### config.mk
export PLATFORM = sky130hd
export DESIGN_NAME = hotswap_link_ctrl
export DESIGN_NICKNAME = d
export VERILOG_FILES = /design/src/rtl/hsl_pkg.sv /design/src/rtl/hsl_delay_count.sv /design/src/rtl/hsl_stop_detect.sv /design/src/rtl/hotswap_link_ctrl.sv
export SDC_FILE = /design/constraint.sdc
export NUM_CORES = 1
export LEC_CHECK = 0
export ABC_AREA = 1
export BUFFER_PORTS_ARGS = -buffer_cell sky130_fd_sc_hd__buf_2
export CORE_MARGIN = 2
export CORE_UTILIZATION = 45
export DETAILED_ROUTE_END_ITERATION = 10
export PLACE_DENSITY = 0.68
export SYNTH_ARGS = -nofsm -noshare
export SYNTH_HDL_FRONTEND = slang
export SYNTH_HIERARCHICAL = 1
export SYNTH_SLANG_ARGS = --single-unit
export TNS_END_PERCENT = 50
### constraint.sdc
create_clock -name clk -period 3.6 [get_ports clk]
set_clock_uncertainty 0.15 [all_clocks]
set_input_delay 1.08 -clock clk [delete_from_list [all_inputs] [get_ports clk]]
set_output_delay 1.08 -clock clk [all_outputs]
set_load 0.005 [all_outputs]
### src/rtl/hsl_pkg.sv
package hsl_pkg;

    typedef enum logic [1:0] {
        LNK_OFF    = 2'd0,
        LNK_SETTLE = 2'd1,
        LNK_SEEK   = 2'd2,
        LNK_ON     = 2'd3
    } lnk_state_e;

    typedef struct packed {
        lnk_state_e state;
    } ctrl_regs_t;

    typedef struct packed {
        logic scl;
        logic sda;
    } line_pair_t;

endpackage

### src/rtl/hsl_delay_count.sv
module hsl_delay_count #(
    parameter int unsigned LIMIT = 16
) (
    input  logic clk,
    input  logic rst_n,
    input  logic clr,
    output logic done
);
    localparam int unsigned CW = $clog2(LIMIT + 1);
    localparam logic [CW-1:0] TOP = CW'(LIMIT);

    logic [CW-1:0] cnt_d, cnt_q;

    always_comb begin
        cnt_d = cnt_q;
        if (clr) begin
            cnt_d = '0;
        end else if (cnt_q != TOP) begin
            cnt_d = cnt_q + 1'b1;
        end
    end

    always_ff @(posedge clk or negedge rst_n) begin
        if (!rst_n) cnt_q <= '0;
        else        cnt_q <= cnt_d;
    end

    assign done = (cnt_q == TOP);
endmodule

### src/rtl/hsl_stop_detect.sv
module hsl_stop_detect
    import hsl_pkg::*;
(
    input  logic clk,
    input  logic rst_n,
    input  logic scl,
    input  logic sda,
    output logic stop_seen
);
    line_pair_t prev_d, prev_q;

    always_comb begin
        prev_d.scl = scl;
        prev_d.sda = sda;
        // Data rising while clock held high in both samples.
        stop_seen = prev_q.scl && scl && !prev_q.sda && sda;
    end

    always_ff @(posedge clk or negedge rst_n) begin
        if (!rst_n) prev_q <= '{scl: 1'b1, sda: 1'b1};
        else        prev_q <= prev_d;
    end
endmodule

### src/rtl/hotswap_link_ctrl.sv
module hotswap_link_ctrl
    import hsl_pkg::*;
#(
    parameter int unsigned CLK_MHZ       = 50,
    parameter int unsigned IDLE_US       = 83,
    parameter int unsigned SETTLE_US     = 86,
    parameter int unsigned IDLE_CYCLES   = CLK_MHZ * IDLE_US,
    parameter int unsigned SETTLE_CYCLES = CLK_MHZ * SETTLE_US
) (
    input  logic clk,
    input  logic rst_n,
    input  logic supply_ok,
    input  logic bus_enable,
    input  logic in_scl,
    input  logic in_sda,
    input  logic out_scl,
    input  logic out_sda,
    output logic precharge_en,
    output logic link_on,
    output logic accel_ok,
    output logic ready_sink
);
    ctrl_regs_t regs_d, regs_q;

    logic live;
    logic settle_clr, settle_done;
    logic idle_clr, idle_done;
    logic stop_seen;
    logic far_high;

    assign live     = supply_ok && bus_enable;
    assign far_high = out_scl && out_sda;

    assign settle_clr = (regs_q.state != LNK_SETTLE);
    assign idle_clr   = (regs_q.state != LNK_SEEK) || !(in_scl && in_sda);

    hsl_delay_count #(.LIMIT(SETTLE_CYCLES)) u_settle (
        .clk   (clk),
        .rst_n (rst_n),
        .clr   (settle_clr),
        .done  (settle_done)
    );

    hsl_delay_count #(.LIMIT(IDLE_CYCLES)) u_idle (
        .clk   (clk),
        .rst_n (rst_n),
        .clr   (idle_clr),
        .done  (idle_done)
    );

    hsl_stop_detect u_stop (
        .clk       (clk),
        .rst_n     (rst_n),
        .scl       (in_scl),
        .sda       (in_sda),
        .stop_seen (stop_seen)
    );

    always_comb begin
        regs_d = regs_q;
        if (!live) begin
            regs_d.state = LNK_OFF;
        end else begin
            unique case (regs_q.state)
                LNK_OFF:    regs_d.state = LNK_SETTLE;
                LNK_SETTLE: if (settle_done) regs_d.state = LNK_SEEK;
                LNK_SEEK:   if (far_high && (idle_done || stop_seen)) regs_d.state = LNK_ON;
                LNK_ON:     regs_d.state = LNK_ON;
                default:    regs_d.state = LNK_OFF;
            endcase
        end
    end

    always_ff @(posedge clk or negedge rst_n) begin
        if (!rst_n) regs_q <= '{state: LNK_OFF};
        else        regs_q <= regs_d;
    end

    always_comb begin
        precharge_en = live && ((regs_q.state == LNK_SETTLE) || (regs_q.state == LNK_SEEK));
        link_on      = live && (regs_q.state == LNK_ON);
        accel_ok     = link_on;
        ready_sink   = !link_on;
    end
endmodule

==> impl_metrics.csv <==
group,metric,value,unit
worst_setup_path,crit_path_start_kind,"input port",
synthesis,synth.distinct_cells,25,
power_and_ir_drop,totalPowerFinal,654.2,uW
synthesis,syn_area_per_cell,7.145,sq um
power_and_ir_drop,switchingPower,148.0,uW
floorplanning,io_pins,12,
floorplanning,dieArea,4878,sq um
worst_hold_path,hp-class,"reg2reg",
worst_setup_path,cp-end-kind,"output pin",
synthesis,synth_nets,289,
worst_hold_path,hold_path_depth,1,
clock_tree,clock-root-buffer,"clkbuf_8",
timing,setup_tns,0,ns
synthesis,syn_inst,273,
clock_tree,cts.htree.levels,2,
layout,final_cells,339,
run,cap_violations,0,
power_and_ir_drop,cellInternalPower,506.2,uW
timing,worst_pin_slew,0.6751,ns
grt,first_global_vias,1522,
floorplanning,die_h,69.84,um
floorplanning,core,4086,sq um
clock_tree,clockBufferDepth,2,
worst_setup_path,path_cells,"buf_2 -> nand2_2 -> inv_2 -> nand2_1 -> inv_1 -> buf_2",
grt,grt_pass1_wl,6679,um
layout,nNetsFinal,304,
floorplanning,initial_core_util,0.4773,
grt,grt_use_total,0.1692,
grt,overflow,0,
layout,final_common_cell,"nand2_1",
power_and_ir_drop,pwr-share-seq,0.528,
synthesis,ys_seq_elements,30,
synthesis,synth.cell_area,1951,sq um
grt,grt_max_degree,31,
power_and_ir_drop,switching_share,0.2262,
worst_setup_path,slowest_stage,"buf_2",
routing,drc,0,
worst_setup_path,path_max_fanout,4,
timing,fin_crit,2.787,ns
floorplanning,fp.dieW,69.84,um
timing,slew_viol_final,0,
clock_tree,cts_sinks,30,
clock_tree,worstSkewPairLatency,0.28,ns
place,pre_cts_ws,0.8102,ns
floorplanning,rows,23,
timing,layout_setup_ws,0.8133,ns
layout,most-common-layout-cells,"nand2_1, nor2_1, inv_1, nand3_1, dfrtp_1",
worst_setup_path,slowest_delay,0.12,ns
synthesis,ys_warn_count,6,
power_and_ir_drop,p_comb_frac,0.051,
timing,rsz0062_at_grt,"no",
clock_tree,clkTransAtPathRegs,0.06,ns
clock_tree,cts_tree,"yes",
clock_tree,numCtsBuffers,5,
timing,period_share,0.7741,
place,place_inst,331,
routing,drtPass1Iterations,4,
routing,wl_per_cell,10.69,um
place,port_buffers,11,
layout,fin_util,0.5220,
timing,slew_headroom,0.5499,
routing,ant_nets,0,
place,place_congestion,0.8394,
worst_setup_path,arrival,1.56,ns
worst_setup_path,path_common_cell,"buf_2",
timing,fmaxAchievable,0.3589,GHz
place,dpl.hpwl,2743,um
layout,n_antenna_cell,0,
grt,antenna_found_initial,0,
clock_tree,cts-resized-gates,0,
layout,syn_to_final_growth,9.365,%
clock_tree,cts_setup_buffers,0,
power_and_ir_drop,p_clk_frac,0.421,
layout,drive_gt1_frac,0.1661,
routing,viasPerCell,4.761,
routing,drt_iter0_markers,116,
place,placed_area,2042,sq um
power_and_ir_drop,irDropWorstVdd,0.0002128,V
timing,hold_violations,0,
power_and_ir_drop,p_per_area,306.7,nW/um^2
timing,setup_viol,0,
worst_setup_path,required,2.37,ns
synthesis,yosysSeqAreaShare,0.3861,
power_and_ir_drop,leakage,1.037,nW
layout,final_area,2133,sq um
timing,whs,0.3648,ns
routing,vias,1614,
worst_setup_path,path_class,"in2out",
outcome,status,"completed",
worst_setup_path,reg2regPathDepth,13,
clock_tree,cts_hold_buf,0,
routing,drt_wl_total,3625,um
## layout make-up
| class | count | area, sq um |
|---|---|---|
| clock buffers | 7 | 86.33 |
| clock inverters | 1 | 5.005 |
| fillers | 413 | 1953 |
| inverters | 40 | 150.1 |
| multi-input cells | 200 | 1021 |
| flip-flops and latches | 30 | 753.2 |
| well taps | 50 | 62.56 |
| repair buffers | 11 | 55.05 |
## final timing paths
check,from,to,slack [ns]
worst max-delay path,supply_ok,accel_ok,0.81
worst min-delay path,u_idle/cnt_q[5]$_DFFE_PN0P_,u_idle/cnt_q[5]$_DFFE_PN0P_,0.36
worst max register to register,u_idle/cnt_q[0]$_DFFE_PN0P_,regs_q[0]$_DFFE_PN0P_,1.80
worst min register to register,u_idle/cnt_q[5]$_DFFE_PN0P_,u_idle/cnt_q[5]$_DFFE_PN0P_,0.36
max in group asynchronous,rst_n,u_idle/cnt_q[3]$_DFFE_PN0P_,2.17
min in group asynchronous,rst_n,u_settle/cnt_q[12]$_DFFE_PN0P_,0.68
## routing by layer
| metal | GRT usage | routed length, um | vias to the layer above |
|---|---|---|---|
| met5 | 0 | 0 | - |
| met3 | 0.03924 | 70 | 3 |
| met1 | 0.2222 | 1757 | 714 |
| met4 | 0.05769 | 27 | 0 |
| li1 | - | - | 887 |
| met2 | 0.2741 | 1770 | 10 |
## cells by family after synthesis
family / count (synthesis) / synth area share
flops: 30 / 0.3861
compound gates: 15 / 0.03849
buf+inv: 43 / 0.09044
xor+xnor: 1 / 0.004491
fa+ha+maj: 8 / 0.05132
simple gates: 176 / 0.4291
## power by group through the flow
stage                     Combinational, mW  Clock, mW  Sequential, mW
after floorplan                      0.0190          0           0.351
after global placement               0.0341          0           0.351
after detailed placement             0.0342          0           0.351
after CTS                            0.0345      0.288           0.345
after global routing                 0.0393      0.303           0.346
final                                0.0332      0.276           0.345
## cell usage after synthesis, drive strengths merged
| cell type | number | area share |
|---|---|---|
| a21oi | 10 | 0.026 |
| buf | 2 | 0.0064 |
| clkbuf | 1 | 0.0071 |
| clkinv | 1 | 0.0019 |
| dfrtp | 28 | 0.36 |
| dfstp | 2 | 0.027 |
| ha | 8 | 0.051 |
| inv | 39 | 0.075 |
| nand2 | 80 | 0.16 |
| nand3 | 32 | 0.092 |
| nand4 | 8 | 0.026 |
| nor2 | 49 | 0.13 |
| nor3 | 3 | 0.0077 |
| nor4 | 1 | 0.0032 |
| o21ai | 5 | 0.013 |
| or2 | 3 | 0.0096 |
| xor2 | 1 | 0.0045 |
## flip-flops by register name, summed over array words and instances (netlist names)
register        flops
u_idle/cnt_q       13
u_settle/cnt_q     13
regs_q              2
u_stop/prev_q       2
## worst max-delay path: cells and delay by family
| kind | cells | cell delay, ns |
|---|---|---|
| buffers and inverters | 4 | 0.32 |
| and+or+nand+nor | 2 | 0.15 |
Note: power is estimated with default switching activity, not from simulation.
